<file path="config.mk">
export PLATFORM = sky130hd
export DESIGN_NAME = idx_unit
export DESIGN_NICKNAME = d
export VERILOG_FILES = /design/src/rtl/idx_pkg.sv /design/src/rtl/idx_regfile.sv /design/src/rtl/idx_addr_path.sv /design/src/rtl/idx_branch.sv /design/src/rtl/idx_unit.sv
export SDC_FILE = /design/constraint.sdc
export NUM_CORES = 1
export LEC_CHECK = 0
export ABC_AREA = 1
export BUFFER_PORTS_ARGS = -buffer_cell sky130_fd_sc_hd__buf_2
export CORE_ASPECT_RATIO = 0.7
export CORE_MARGIN = 8
export CORE_UTILIZATION = 58
export DETAILED_ROUTE_END_ITERATION = 12
export PLACE_DENSITY = 0.81
export SLEW_MARGIN = 20
export SYNTH_ARGS = -nofsm -noshare
export SYNTH_HDL_FRONTEND = slang
export SYNTH_SLANG_ARGS = --single-unit
</file>
<file path="constraint.sdc">
create_clock -name clk -period 2.9 [get_ports clk]
set_input_delay 0 -clock clk [delete_from_list [all_inputs] [get_ports clk]]
set_output_delay 0 -clock clk [all_outputs]
set_load 0.02 [all_outputs]
</file>
<file path="src/rtl/idx_pkg.sv">
package idx_pkg;

    localparam int ADDR_W = 15;
    localparam int TAG_W  = 3;
    localparam int NUM_XR = 7;

    typedef enum logic [3:0] {
        OP_NOP  = 4'd0,
        OP_IMMC = 4'd1,
        OP_MEMC = 4'd2,
        OP_ACCC = 4'd3,
        OP_STEP = 4'd4,
        OP_CALL = 4'd5,
        OP_TSTH = 4'd6,
        OP_TSTL = 4'd7,
        OP_JMP  = 4'd8
    } idx_op_e;

endpackage

</file>
<file path="src/rtl/idx_regfile.sv">
module idx_regfile #(
    parameter int AW   = 15,
    parameter int TW   = 3,
    parameter int NREG = 7
) (
    input  logic          clk,
    input  logic          rst_n,
    input  logic          wr_en,
    input  logic [TW-1:0] wr_tag,
    input  logic [AW-1:0] wr_data,
    input  logic [TW-1:0] rd_tag,
    output logic [AW-1:0] rd_data
);

    typedef struct packed {
        logic [NREG-1:0][AW-1:0] xr;
    } rf_state_t;

    rf_state_t st_d, st_q;
    logic [NREG-1:0] hit;
    logic [NREG-1:0] sel;

    // per-register decode; tag 0 matches no entry
    for (genvar i = 0; i < NREG; i++) begin : g_dec
        assign hit[i] = wr_en && (wr_tag == TW'(i + 1));
        assign sel[i] = (rd_tag == TW'(i + 1));
    end

    always_comb begin
        st_d = st_q;
        for (int i = 0; i < NREG; i++) begin
            if (hit[i]) begin
                st_d.xr[i] = wr_data;
            end
        end
    end

    always_comb begin
        rd_data = '0;
        for (int i = 0; i < NREG; i++) begin
            if (sel[i]) begin
                rd_data = st_q.xr[i];
            end
        end
    end

    always_ff @(posedge clk or negedge rst_n) begin
        if (!rst_n) begin
            st_q <= '0;
        end else begin
            st_q <= st_d;
        end
    end

endmodule

</file>
<file path="src/rtl/idx_addr_path.sv">
module idx_addr_path #(
    parameter int AW = 15
) (
    input  logic [AW-1:0] addr,
    input  logic [AW-1:0] xr,
    output logic [AW-1:0] ea,
    output logic [AW-1:0] cmpl
);

    always_comb begin
        ea   = addr + xr;
        cmpl = AW'(0) - xr;
    end

endmodule

</file>
<file path="src/rtl/idx_branch.sv">
module idx_branch
    import idx_pkg::*;
#(
    parameter int AW = 15
) (
    input  logic [3:0]    op,
    input  logic [AW-1:0] addr,
    input  logic [AW-1:0] decr,
    input  logic [AW-1:0] xr,
    input  logic [AW-1:0] ea,
    output logic          taken,
    output logic [AW-1:0] target
);

    logic hi_cond;

    assign hi_cond = (decr < xr);

    always_comb begin
        taken  = 1'b0;
        target = addr;
        case (op)
            OP_STEP,
            OP_CALL: taken = 1'b1;
            OP_TSTH: taken = hi_cond;
            OP_TSTL: taken = !hi_cond;
            OP_JMP: begin
                taken  = 1'b1;
                target = ea;
            end
            default: taken = 1'b0;
        endcase
    end

endmodule

</file>
<file path="src/rtl/idx_unit.sv">
module idx_unit
    import idx_pkg::*;
#(
    parameter int AW   = ADDR_W,
    parameter int TW   = TAG_W,
    parameter int NREG = NUM_XR
) (
    input  logic          clk,
    input  logic          rst_n,
    input  logic [3:0]    op,
    input  logic [TW-1:0] tag,
    input  logic [AW-1:0] addr,
    input  logic [AW-1:0] decr,
    input  logic [AW-1:0] acc_field,
    input  logic [AW-1:0] mem_field,
    input  logic [AW-1:0] ic,
    output logic [AW-1:0] ea,
    output logic          br_taken,
    output logic [AW-1:0] br_target,
    output logic [AW-1:0] xr_cmpl
);

    typedef struct packed {
        logic          en;
        logic [AW-1:0] data;
    } wr_req_t;

    wr_req_t       wr_d;
    logic [AW-1:0] xr_rd;

    always_comb begin
        wr_d.en   = 1'b1;
        wr_d.data = '0;
        case (op)
            OP_IMMC: wr_d.data = AW'(0) - addr;
            OP_MEMC: wr_d.data = AW'(0) - mem_field;
            OP_ACCC: wr_d.data = AW'(0) - acc_field;
            OP_STEP: wr_d.data = xr_rd + decr;
            OP_CALL: wr_d.data = AW'(0) - ic;
            default: wr_d.en   = 1'b0;
        endcase
        if (tag == '0) begin
            wr_d.en = 1'b0;
        end
    end

    idx_regfile #(.AW(AW), .TW(TW), .NREG(NREG)) u_rf (
        .clk     (clk),
        .rst_n   (rst_n),
        .wr_en   (wr_d.en),
        .wr_tag  (tag),
        .wr_data (wr_d.data),
        .rd_tag  (tag),
        .rd_data (xr_rd)
    );

    idx_addr_path #(.AW(AW)) u_ap (
        .addr (addr),
        .xr   (xr_rd),
        .ea   (ea),
        .cmpl (xr_cmpl)
    );

    idx_branch #(.AW(AW)) u_br (
        .op     (op),
        .addr   (addr),
        .decr   (decr),
        .xr     (xr_rd),
        .ea     (ea),
        .taken  (br_taken),
        .target (br_target)
    );

endmodule

</file>
## After elaboration in Yosys (flattened, before gate mapping)

Cells that the tools add are included.

| word-level totals | value |
|---|---|
| register bits after elaboration | 105 |
| input port bits | 84 |
| word-level logic and storage cells | 53 |

| operators by class | value |
|---|---|
| add/subtract/negate cells | 7 |
| order comparisons | 1 |
| eq/ne operators | 15 |
| muxes and demuxes | 12 |
| reductions and logical operators | 11 |

Operators by type and width:

| kind | count |
|---|---|
| 2-to-1 mux 15 bit | 8 |
| case mux 15 bit (5 select lines) | 1 |
| subtractor 1 x 15 -> 15 bit (first input constant) | 5 |
| adder 15 bit | 2 |
| == test 4 x 3 -> 1 bit (second input constant) | 4 |
| < comparator 15 bit | 1 |
| == test 3 bit (second input constant) | 4 |
| == test 4 x 2 -> 1 bit (second input constant) | 2 |
| logical AND 1 bit | 7 |
| == test 3 x 2 -> 1 bit (second input constant) | 2 |
| OR reduction 5 bit | 1 |
| == test 4 x 1 -> 1 bit (second input constant) | 1 |
| == test 4 bit (second input constant) | 1 |
| == test 3 x 1 -> 1 bit (second input constant) | 1 |
| logical NOT 3 bit | 1 |
| case mux 1 bit (3 select lines) | 1 |
| OR reduction 3 bit | 1 |
| 2-to-1 mux 1 bit | 2 |
| logical NOT 1 bit | 1 |

## Longest topological paths before layout

Gate-level depths: netlist of run 1.

| depth | value |
|---|---|
| word-level depth | 11 |
| gate-level depth with buffers | 23 |
| depth with buffers taken out | 23 |

## By module

A second synthesis of run 1 with hierarchy kept.

| unflattened totals | value |
|---|---|
| cells, all modules | 1,248 |
| area, all modules | 8,443.1 µm² |

Modules (own cells, without submodules):

| module | instances | cells an instance | area an instance (µm²) |
|---|---|---|---|
| idx_regfile | 1 | 585 | 4,758.3 |
| idx_unit | 1 | 349 | 1,811.7 |
| idx_addr_path | 1 | 212 | 1,172.4 |
| idx_branch | 1 | 102 | 700.7 |

## Worst setup path before layout of run 1

OpenSTA, ideal clock, no wires.

| path | value |
|---|---|
| path kind | register to output |
| start | register u_rf.st_q[0] (netlist name) |
| end | output br_target[12] |
| data arrival time | 2.921 ns |
| data required time | 2.900 ns |
| setup slack | -0.021 ns |
| cell stages (with the launch flop) | 20 |
| buffers on the path | 0 |
| cells stage by stage | dfrtp_1 inv_1 o21ai_0 o21ai_1 nand4_1 o21ai_2 inv_1 ha_1 inv_1 fa_1 inv_1 nand3_1 nand2_1 nand4_1 nand2_1 a21oi_1 o21bai_1 xor2_1 nand2_1 o21ai_0 |

| between the ends | value |
|---|---|
| cells in the longest elaborated chain, start to end | 9 |

RTL lines:

| what | RTL line | text |
|---|---|---|
| start, declared | idx_regfile.sv:19 | `rf_state_t st_d, st_q;` |
| start signal, assigned | idx_regfile.sv:51 | `st_q <= st_d;` |
| 2-to-1 mux 15 bit (7 in a row) | idx_regfile.sv:41 | `if (sel[i]) begin` |
| adder 15 bit | idx_addr_path.sv:11 | `ea = addr + xr;` |
| net ea[12] | idx_unit.sv:17 | `output logic [AW-1:0] ea,` |
| 2-to-1 mux 15 bit | idx_branch.sv:22 | `case (op)` |
| end, declared | idx_unit.sv:19 | `output logic [AW-1:0] br_target,` |

The timed path passes the listed nets, and every way through them passes these cells.

## Final worst setup path of run 1

| path | value |
|---|---|
| start | register u_rf.st_q[15] (netlist name) |
| end | output br_target[12] |

| between the ends | value |
|---|---|
| cells in the longest elaborated chain, start to end | 8 |

RTL lines:

| what | RTL line |
|---|---|
| 2-to-1 mux 15 bit (6 in a row) | idx_regfile.sv:41 |
| adder 15 bit | idx_addr_path.sv:11 |
| 2-to-1 mux 15 bit | idx_branch.sv:22 |

Every way passes these cells.

==> summary.log, run 1 <==
[timing] Setup WS post-layout -0.126 ns
[power] sequential power share 32.2%
[worst_hold_path] path category of the worst min-delay check in2async
[cells_and_area] register bank with the most flops u_rf.st_q
[power] worst vdd rail ir drop 0.000406 V
[cells_and_area] largest registers u_rf.st_q: 105 flops
[grt] wire length of the first global-routing pass 46.6 mm
[cells_and_area] Antenna Diode Count 0
[grt] met1 layer usage reported by global route 44.3%
[timing] final worst hold slack 0.251 ns
[clock_network] clock transition at the register clock pins on the worst setup and hold paths after CTS 0.07 ns
[drt] per-cell via count in the routed design 5.71
[floorplanning] floorplan die area 0.0185 mm^2
[grt] vias in the first global route 8725
[drt] number of remaining DRC errors 0
[yosys] flip-flop and latch count after synthesis 105
[power] Gate power share 46.1%
[yosys] average cell area after synthesis 6.50 um^2
[drt] Detailed Routing Iterations Pass 1 6
[clock_network] buffer type at the clock tree root clkbuf_16
[power] Switching Fraction 40.5%
[yosys] fraction of the mapped netlist area in simple logic gates 40.2%
[yosys] Distinct cells, synth 44
[yosys] nets in the synthesized netlist 1415
[yosys] cells after synthesis 1281
[timing] measured slew at the worst slew-check pin 0.753 ns
[yosys] Cell Area, Synth 0.00832 mm^2
[timing] final slew viol count 0
[status] violations in the final reports negative setup slack
[worst_setup_path] reg-to-reg slack, setup 0.05 ns
[grt] busiest metal layer after global routing met2
[yosys] xor/xnor cell area share of the yosys netlist 2.11%
[cells_and_area] number of flip-flops in the largest register 105
[placement] global placement routability congestion 0.992
[power] internal power 3.47 mW
[worst_setup_path] worst-path maximum fanout 4
[clock_network] TritonCTS clock tree built
[worst_setup_path] list of cells traversed by the critical path o21ai_2 -> o21ai_1 -> o21ai_1 -> nand4_1 -> o21ai_2 -> inv_2 -> ha_4 -> inv_2 -> fa_2 -> inv_2 -> nand3_2 -> nand2_2 -> nand4_1 -> nand2_1 -> a21oi_2 -> o21bai_2 -> xor2_2 -> nand2_1 -> o21ai_1 -> buf_4
[yosys] count of flip-flops with a built-in enable after synthesis 0
[cells_and_area] share of layout cells above drive strength 1 28.1%
[worst_setup_path] Crit path largest cell delay 0.38 ns
[clock_network] clock buffer depth 2
[floorplanning] horizontal die dimension 159 um
[drt] total wirelength of the detailed-routed design 30.5 mm
[grt] leftover overflow at the end of global routing 0
[grt] M2 GR Usage 45.7%
[worst_setup_path] worst reg2reg path depth 20
[worst_setup_path] critical path class reg2out
[grt] met3 track demand over resource in global routing 11.2%
[power] share of power burned in the clock network 21.7%
[clock_network] H-tree levels 3
[timing] Clock Skews 0.00769 ns
[clock_network] Sink Count 105
[worst_setup_path] Critical Path Source Type register
[timing] crit path time final 3.03 ns
[worst_setup_path] start of the worst register-to-register path u_rf.st_q[15]
[yosys] flip-flop cell with the highest count after synthesis dfrtp_1
[floorplanning] die extent in y 116 um
[yosys] number of warnings reported in the yosys synthesis log 0
[worst_setup_path] capturing point of the worst reg2reg path u_rf.st_q[55]
[drt] post-detailed-route wirelength per cell 18.1 um
[worst_setup_path] critical path arrival 3.03 ns
[yosys] Synth Area in Compound Gates 10.5%
[yosys] Synth Area in Adders 7.70%
[yosys] post-synthesis mux area share 0%
[timing] final hold violation count 0
[yosys] dominant combinational cell family by area after synthesis simple AND/OR/NAND/NOR gates
[flow_run] max cap viols 0
[power] power per unit of standard cell area 538 mW/mm^2
[timing] unrepaired setup endpoints after global routing yes
[floorplanning] Core Rows 36
[floorplanning] initial cell density of the core 59.6%
[grt] number of antenna violations at the first check in global routing 0
[status] outcome complete, but fails checks
[cells_and_area] synthesis-to-layout area growth 30.3%
[worst_setup_path] endpoint required time on the critical path 2.90 ns
[worst_setup_path] slowest library cell on the worst path dfrtp_1
[floorplanning] placeable core area 0.0140 mm^2
[cells_and_area] number of nets at the end of the flow 1628
[yosys] fraction of the yosys area taken by sequential cells 31.6%
[grt] maximum number of pins on one net before global-route repair 60
[drt] vias post-DR 9651
[power] leakage power 5.77 nW
[worst_setup_path] combined buffer and inverter count along the critical path 4
[floorplanning] number of top-level design ports 130
[drt] first-iteration detailed-routing DRC count 1147
[timing] Period Utilization, post-route 104%
[placement] HPWL after detailed placement 23.0 mm
[placement] input/output buffers 129
[worst_setup_path] kind of end point of the critical path output port
[yosys] Async SR Flop Fraction 100%
[cells_and_area] final design utilization 77.7%
[clock_network] TritonCTS Buffers 9
[drt] final antenna-violating net count 0
[clock_network] worst skew pair latency 0.35 ns
[placement] minimum setup slack after placement -0.0728 ns
[worst_setup_path] Worst path top cell family by delay compound AO/OA/AOI/OAI gates
[timing] maximum frequency from static timing analysis 0.331 GHz
[grt] Tot GR Track Use 31.5%
[timing] endpoints failing setup 12
[power] switching component of the power 2.37 mW
[timing] Slew Limit Headroom 49.8%
==> cell type report <==
class	count	area [um^2]
Timing Repair Buffer	233	1540
Tap cell	190	238
Sequential cell	105	2630
Inverter	136	510
Multi-Input combinational cell	1009	5620
Fill cell	1096	3120
Clock inverter	6	75.1
Clock buffer	10	239
==> worst max-delay path by stage <==
| stage | startpoint | endpoint | slack, ns | cells after the start |
|---|---|---|---|---|
| after detailed placement | u_rf.st_q[17] | u_rf.st_q[103] | -0.07 | 18 |
| after floorplan | u_rf.st_q[0] | br_target[12] | 0.06 | 19 |
| after global placement | tag[0] | u_rf.st_q[97] | -0.06 | 19 |
| after CTS | u_rf.st_q[16] | br_target[9] | -0.05 | 16 |
| final | u_rf.st_q[15] | br_target[12] | -0.13 | 20 |
| after global routing | u_rf.st_q[7] | br_target[10] | -0.29 | 17 |
==> through the flow <==
| stage | std cells | power (mW) | cell area (um^2) | TNS [ns] |
|---|---|---|---|---|
| after global routing | 1689 | 6.14 | 10800 | -3.58 |
| final | 1689 | 5.84 | 10800 | -0.621 |
| after global placement | 1647 | 4.07 | 9710 | -0.908 |
| after floorplan | 1281 | 3.24 | 8330 | 0 |
| after CTS | 1677 | 5.50 | 10300 | -0.102 |
| after detailed placement | 1647 | 4.10 | 9710 | -0.701 |
==> cells by family (layout without fill, tap and decap cells) <==
logic type,Yosys count,after routing
AO/OA/AOI/OAI,154,154
flip-flops,105,105
buffers and inverters,167,385
AND/OR/NAND/NOR,785,785
XOR/XNOR,20,20
adder cells (fa/ha/maj),50,50
==> metal layers <==
| layer | part of all wire, % | routed length, um | vias to the layer above |
|---|---|---|---|
| li1 | - | - | 4531 |
| met1 | 43 | 13000 | 4499 |
| met2 | 42 | 12900 | 570 |
| met3 | 13 | 4070 | 51 |
| met4 | 1.6 | 476 | 0 |
| met5 | 0 | 0 | - |
==> cell usage in the layout (no fill, tap or decap), types with 8 or more instances in the layout <==
master     count
buf_2        117
xor2_1        14
nand2_1      470
ha_1          33
nor2_4        13
o21ai_2       10
a21oi_2       13
clkbuf_16      9
nand2_2       29
inv_2         31
nand4_1       25
inv_1        105
o21ai_0       41
dfrtp_1      105
ha_4          14
nor2_1       101
o21ai_1       20
buf_4        103
nand3_1       96
buf_6          8
a21oi_1       42
nand3_2       11
nor2_2        12
nor3_2         8
==> cell usage after synthesis (all sizes together) (4+ instances only) <==
cell type / instances / area, um^2
dfrtp: 105 / 2630
inv: 136 / 510
o21bai: 6 / 45.0
nand3: 107 / 551
ha: 48 / 601
nor3: 13 / 81.3
a21oi: 57 / 289
nand2: 503 / 1920
clkbuf: 12 / 45.0
xor2: 16 / 140
buf: 19 / 101
or2: 4 / 25.0
o22ai: 4 / 31.3
o21ai: 74 / 400
xnor2: 4 / 35.0
nand4: 25 / 156
nor2: 126 / 566
==> power groups by stage <==
stage	Sequential [mW]	Clock [mW]	Combinational, mW
6_report	1.88	1.27	2.69
5_1_grt	1.91	1.34	2.89
4_1_cts	1.87	1.27	2.36
3_5_place_dp	1.89	0	2.21
3_3_place_gp	1.88	0	2.18
2_1_floorplan	1.85	0	1.39
==> timing repair <==
action	in CTS	in global routing
pin swaps	33	59
endpoints found under the hold margin	58	0
hold buffers	1	0
buffers inserted	13	13
resized for setup	51	106
endpoints found under the setup margin	60	90
cloned	0	0
(Power assumes the default switching activity.)
==> run 2, diff against run 1 <==
--- a/config.mk
+++ b/config.mk
@@ -16,3 +16,4 @@
 export SYNTH_ARGS = -nofsm -noshare
 export SYNTH_HDL_FRONTEND = slang
 export SYNTH_SLANG_ARGS = --single-unit
+export TNS_END_PERCENT = 50
==> summary.log, run 2 (same netlist as run 1, synthesis figures left out) <==
[status] outcome complete, but fails checks
[status] violations in the final reports negative setup slack
[floorplanning] placeable core area 0.0140 mm^2
[cells_and_area] Final Non-Filler Cells 1687
[drt] number of remaining DRC errors 0
[timing] measured slew at the worst slew-check pin 0.747 ns
[placement] HPWL after detailed placement 22.5 mm
[cells_and_area] share of layout cells above drive strength 1 27.5%
[drt] Detailed Routing Iterations Pass 1 6
[timing] Setup WS post-layout -0.0841 ns
[cells_and_area] Antenna Diode Count 0
[timing] maximum frequency from static timing analysis 0.335 GHz
[worst_setup_path] worst-path maximum fanout 4
[clock_network] worst skew pair latency 0.35 ns
[cells_and_area] number of flip-flops in the largest register 105
[clock_network] Sink Count 105
[cells_and_area] Seq. cell area 0.00263 mm^2
[worst_hold_path] path category of the worst min-delay check in2async
[timing] unrepaired setup endpoints after global routing yes
[power] power per unit of standard cell area 529 mW/mm^2
[floorplanning] Core Rows 36
[timing] endpoints failing setup 8
[drt] per-cell via count in the routed design 5.71
[drt] final antenna-violating net count 0
[floorplanning] horizontal die dimension 159 um
[drt] post-detailed-route wirelength per cell 18.1 um
[power] Tot Pwr 5.70 mW
[floorplanning] floorplan die area 0.0185 mm^2
[timing] Period Utilization, post-route 103%
[clock_network] clock transition at the register clock pins on the worst setup and hold paths after CTS 0.07 ns
[placement] Placement Cell Area 0.00975 mm^2
[placement] input/output buffers 129
[cells_and_area] commonest non-fill, non-tap cells in the layout nand2_1, buf_2, inv_1, dfrtp_1, nor2_1
[cells_and_area] fin area 0.0108 mm^2
[drt] first-iteration detailed-routing DRC count 1240
[cells_and_area] register bank with the most flops u_rf.st_q
[power] worst vdd rail ir drop 0.000327 V
[timing] crit path time final 2.98 ns
[worst_setup_path] endpoint required time on the critical path 2.90 ns
[worst_setup_path] critical path arrival 2.98 ns
[grt] number of antenna violations at the first check in global routing 0
[cells_and_area] number of nets at the end of the flow 1626
[worst_setup_path] Worst path top cell family by delay simple AND/OR/NAND/NOR gates
[worst_setup_path] kind of end point of the critical path output port
[clock_network] clock buffer depth 2
[flow_run] max cap viols 0
[timing] final hold violation count 0
[cells_and_area] multi-input combinational cell area 0.00561 mm^2
[placement] cell count after placement 1653
[floorplanning] initial cell density of the core 59.6%
[clock_network] buffer type at the clock tree root clkbuf_16
[floorplanning] number of top-level design ports 130
[cells_and_area] largest registers u_rf.st_q: 105 flops
[clock_network] H-tree levels 3
[worst_setup_path] critical path class reg2out
[drt] vias post-DR 9631
[grt] maximum number of pins on one net before global-route repair 57
[worst_setup_path] list of cells traversed by the critical path nand2_1 -> nand2_1 -> nor2_1 -> nand4_1 -> nand2_2 -> inv_1 -> buf_4 -> ha_4 -> nand2_1 -> inv_1 -> nand4_1 -> nand2_2 -> a21oi_4 -> buf_6 -> xnor2_2 -> nand2_1 -> o21ai_1 -> buf_4
[floorplanning] die extent in y 116 um
[timing] final slew viol count 0
[clock_network] TritonCTS Buffers 9
[grt] wire length of the first global-routing pass 46.0 mm
[grt] leftover overflow at the end of global routing 0
[grt] Tot GR Track Use 31.0%
[worst_setup_path] Crit path largest cell delay 0.39 ns
[drt] total wirelength of the detailed-routed design 30.5 mm
[timing] Slew Limit Headroom 50.2%
[worst_setup_path] combined buffer and inverter count along the critical path 5
[power] leakage power 5.76 nW
[cells_and_area] fill count 1066
[worst_setup_path] slowest library cell on the worst path dfrtp_1
[cells_and_area] synthesis-to-layout area growth 29.6%
[timing] Clock Skews 0.00735 ns
[grt] vias in the first global route 8696
[clock_network] TritonCTS clock tree built
[placement] minimum setup slack after placement -0.0610 ns
[worst_setup_path] Critical Path Source Type register
[cells_and_area] most common library cell in the layout ignoring fill and taps nand2_1
[placement] global placement routability congestion 1.05
[worst_setup_path] cell repeated most along the worst path nand2_1
[run 2: cell types whose count changed in the layout (fill, tap and decap cells not counted), sizes merged]
cell      change
buf           -2
bufinv        -1
clkbuf        +2
clkinvlp      +1
inv           -2
[run 2: power by group]
group          switching [mW]  internal [mW]
Combinational            1.68           1.01
Clock                   0.532          0.607
Sequential              0.133           1.74
Total                    2.34           3.36
[run 2: through the flow]
stage	utilization (%)	hold slack [ns]	TNS [ns]
2_1_floorplan	-	-0.296	-0.00654
3_3_place_gp	69.8	0.0912	-0.00212
3_5_place_dp	69.8	0.0963	-0.425
4_1_cts	74.1	0.267	-0.130
5_1_grt	77.2	0.346	-4.06
6_report	77.2	0.285	-0.466
[run 2: area by class of cell]
cell class	instances	share of cell area, %
Tap cell	190	2.20
Multi-Input combinational cell	1009	52.0
Clock buffer	12	2.29
Sequential cell	105	24.4
Timing Repair Buffer	231	14.2
Clock inverter	4	0.267
Inverter	136	4.73
[run 2: layer usage]
layer / track usage [%] / vias up / routed length (um)
met5: 0 / - / 0
met4: 6.20 / 0 / 516
met3: 7.57 / 56 / 3610
met2: 45.7 / 572 / 13000
met1: 45.5 / 4490 / 13400
li1: - / 4513 / -
[run 2: final timing paths]
path | startpoint | endpoint | slack (ns) | depth (start not counted)
setup / recovery | u_rf.st_q[6] | br_target[10] | -0.08 | 18
hold / removal | rst_n | u_rf.st_q[45] | 0.28 | 2
setup reg to reg | u_rf.st_q[18] | u_rf.st_q[55] | 0.08 | 19
hold reg to reg | u_rf.st_q[28] | u_rf.st_q[28] | 0.48 | 2
max in group asynchronous | rst_n | u_rf.st_q[96] | 1.89 | 3
min in group clk | decr[14] | u_rf.st_q[104] | 0.36 | 7
[run 2: timing repair]
item | CTS | global route
setup buffers | 11 | 7
hold endpoints to repair | 55 | 0
cloned | 0 | 0
hold buffers | 1 | 0
endpoints found under the setup margin | 41 | 82
pin swaps | 34 | 53
resized for setup | 53 | 103
==> run 3, diff against run 2 <==
--- a/config.mk
+++ b/config.mk
@@ -8,7 +8,6 @@
 export ABC_AREA = 1
 export BUFFER_PORTS_ARGS = -buffer_cell sky130_fd_sc_hd__buf_2
 export CORE_ASPECT_RATIO = 0.7
-export CORE_MARGIN = 8
 export CORE_UTILIZATION = 58
 export DETAILED_ROUTE_END_ITERATION = 12
 export PLACE_DENSITY = 0.81
==> summary.log, run 3 (same netlist as run 1, synthesis figures left out) <==
[floorplanning] number of top-level design ports 130
[worst_setup_path] Crit path largest cell delay 0.39 ns
[power] worst vdd rail ir drop 0.000396 V
[worst_setup_path] combined buffer and inverter count along the critical path 4
[cells_and_area] number of flip-flops in the largest register 105
[clock_network] clock transition at the register clock pins on the worst setup and hold paths after CTS 0.07 ns
[status] outcome complete, but fails checks
[placement] input/output buffers 129
[clock_network] TritonCTS Buffers 9
[floorplanning] floorplan die area 0.0148 mm^2
[clock_network] clock buffer depth 2
[worst_hold_path] path category of the worst min-delay check in2async
[placement] global placement routability congestion 0.979
[grt] busiest metal layer after global routing met1
[grt] number of antenna violations at the first check in global routing 0
[worst_setup_path] critical path class reg2out
[grt] M2 GR Usage 55.4%
[clock_network] H-tree levels 3
[cells_and_area] synthesis-to-layout area growth 30.1%
[power] power per unit of standard cell area 537 mW/mm^2
[timing] Slew Limit Headroom 48.2%
[worst_setup_path] worst reg2reg path depth 22
[worst_setup_path] Critical Path Source Type register
[timing] crit path time final 3.09 ns
[worst_setup_path] reg-to-reg slack, setup -0.13 ns
[drt] first-iteration detailed-routing DRC count 1222
[status] violations in the final reports negative setup slack
[worst_setup_path] cell repeated most along the worst path nand2_1
[timing] unrepaired setup endpoints after global routing yes
[worst_setup_path] Worst path top cell family by delay simple AND/OR/NAND/NOR gates
[worst_setup_path] start of the worst register-to-register path u_rf.st_q[15]
[timing] Clock Skews 0.00715 ns
[grt] wire length of the first global-routing pass 44.2 mm
[timing] measured slew at the worst slew-check pin 0.777 ns
[timing] post-route setup TNS -1.79 ns
[grt] leftover overflow at the end of global routing 0
[clock_network] buffer type at the clock tree root clkbuf_16
[timing] Setup WS post-layout -0.187 ns
[floorplanning] Core Rows 36
[cells_and_area] largest registers u_rf.st_q: 105 flops
[drt] vias post-DR 9721
[worst_setup_path] critical path arrival 3.09 ns
[clock_network] worst skew pair latency 0.35 ns
[floorplanning] placeable core area 0.0140 mm^2
[floorplanning] die extent in y 102 um
[cells_and_area] number of nets at the end of the flow 1627
[cells_and_area] final design utilization 77.5%
[worst_setup_path] list of cells traversed by the critical path nand2_1 -> nand2_1 -> nor2_1 -> nand4_1 -> nand2_2 -> inv_1 -> buf_4 -> ha_4 -> nand2_1 -> inv_2 -> nand4_1 -> nand2_2 -> a21oi_4 -> o21bai_4 -> xor2_2 -> nand2_1 -> o21ai_1 -> buf_4
[worst_setup_path] endpoint required time on the critical path 2.90 ns
[flow_run] max cap viols 0
[worst_setup_path] slowest library cell on the worst path dfrtp_1
[grt] maximum number of pins on one net before global-route repair 61
[timing] Period Utilization, post-route 106%
[floorplanning] horizontal die dimension 145 um
[drt] post-detailed-route wirelength per cell 18.3 um
[drt] number of remaining DRC errors 0
[floorplanning] initial cell density of the core 59.6%
[timing] maximum frequency from static timing analysis 0.324 GHz
[power] leakage power 5.77 nW
[power] Tot Pwr 5.81 mW
[placement] HPWL after detailed placement 22.1 mm
[grt] met1 layer usage reported by global route 58.2%
[cells_and_area] most common library cell in the layout ignoring fill and taps nand2_1
[clock_network] TritonCTS clock tree built
[cells_and_area] Antenna Diode Count 0
[grt] met3 track demand over resource in global routing 10.4%
[drt] per-cell via count in the routed design 5.76
[cells_and_area] register bank with the most flops u_rf.st_q
[worst_setup_path] capturing point of the worst reg2reg path u_rf.st_q[70]
[timing] final hold violation count 0
[clock_network] Sink Count 105
[cells_and_area] commonest non-fill, non-tap cells in the layout nand2_1, buf_2, inv_1, dfrtp_1, buf_4
[timing] endpoints failing setup 24
[drt] Detailed Routing Iterations Pass 1 8
[grt] Tot GR Track Use 38.7%
[grt] vias in the first global route 8435
[timing] final slew viol count 0
[worst_setup_path] worst-path maximum fanout 4
[drt] final antenna-violating net count 0
[cells_and_area] share of layout cells above drive strength 1 27.8%
[worst_setup_path] kind of end point of the critical path output port
[drt] total wirelength of the detailed-routed design 30.8 mm
==> run 3: final cells by class <==
cell class | count | area, um^2
inverter | 136 | 510
sequential | 105 | 2630
tap | 190 | 238
clock buffer | 11 | 233
fill | 1051 | 3140
clock inverter | 5 | 56.3
multi-input combinational | 1009 | 5620
timing repair buffer | 232 | 1540
==> run 3: where the power goes <==
group,switching [mW],internal (mW)
clock,0.535,0.669
combinational,1.70,1.03
sequential,0.136,1.74
==> run 3: worst register-to-register path: stages, from the launching register on <==
cell and delay, ns:
dfrtp_1 0.40, o21ai_2 0.14, o21ai_1 0.07, o21ai_1 0.11, nand4_1 0.13, o21ai_2 0.11
inv_2 0.09, buf_4 0.14, buf_6 0.11, ha_4 0.15, fa_2 0.38, nand3_2 0.12
nand2_2 0.10, nand2_2 0.10, nand2_2 0.07, nand2_2 0.07, nand2_1 0.06, nand2_1 0.08
nand2_1 0.05, nand2_1 0.07, nand3_2 0.10, buf_6 0.15, a31oi_4 0.14
==> run 3: what timing repair did <==
action / 4_1_cts / 5_1_grt
setup buffers: 15 / 8
hold endpoints to repair: 59 / 0
setup endpoints to repair: 44 / 89
pin swaps: 32 / 56
resized for setup: 58 / 114
hold buffers: 1 / 0
==> run 3: worst max-delay path by stage <==
stage,start,endpoint,depth (start not counted)
global placement,u_rf.st_q[16],u_rf.st_q[24],18
floorplan,u_rf.st_q[16],br_target[9],15
global route,u_rf.st_q[15],br_target[12],20
detailed placement,tag[0],br_target[12],22
CTS,u_rf.st_q[15],br_target[12],20
finish,u_rf.st_q[6],br_target[12],18
==> run 3: stage by stage <==
| step | hold WS [ns] | setup slack (ns) | std cells | area (um^2) |
|---|---|---|---|---|
| floorplan | -0.296 | -0.00654 | 1281 | 8330 |
| global placement | 0.117 | -0.0121 | 1651 | 9730 |
| detailed placement | 0.124 | -0.161 | 1651 | 9730 |
| CTS | 0.298 | -0.0454 | 1683 | 10300 |
| global route | 0.328 | -0.279 | 1688 | 10800 |
| finish | 0.261 | -0.187 | 1688 | 10800 |
==> run 3: routing by layer <==
metal / vias up / wire [um] / part of all wire, %
met5: - / 0 / 0
met4: 0 / 869 / 2.8
met3: 100 / 3960 / 13
met2: 621 / 12600 / 41
met1: 4479 / 13300 / 43
li1: 4521 / - / -
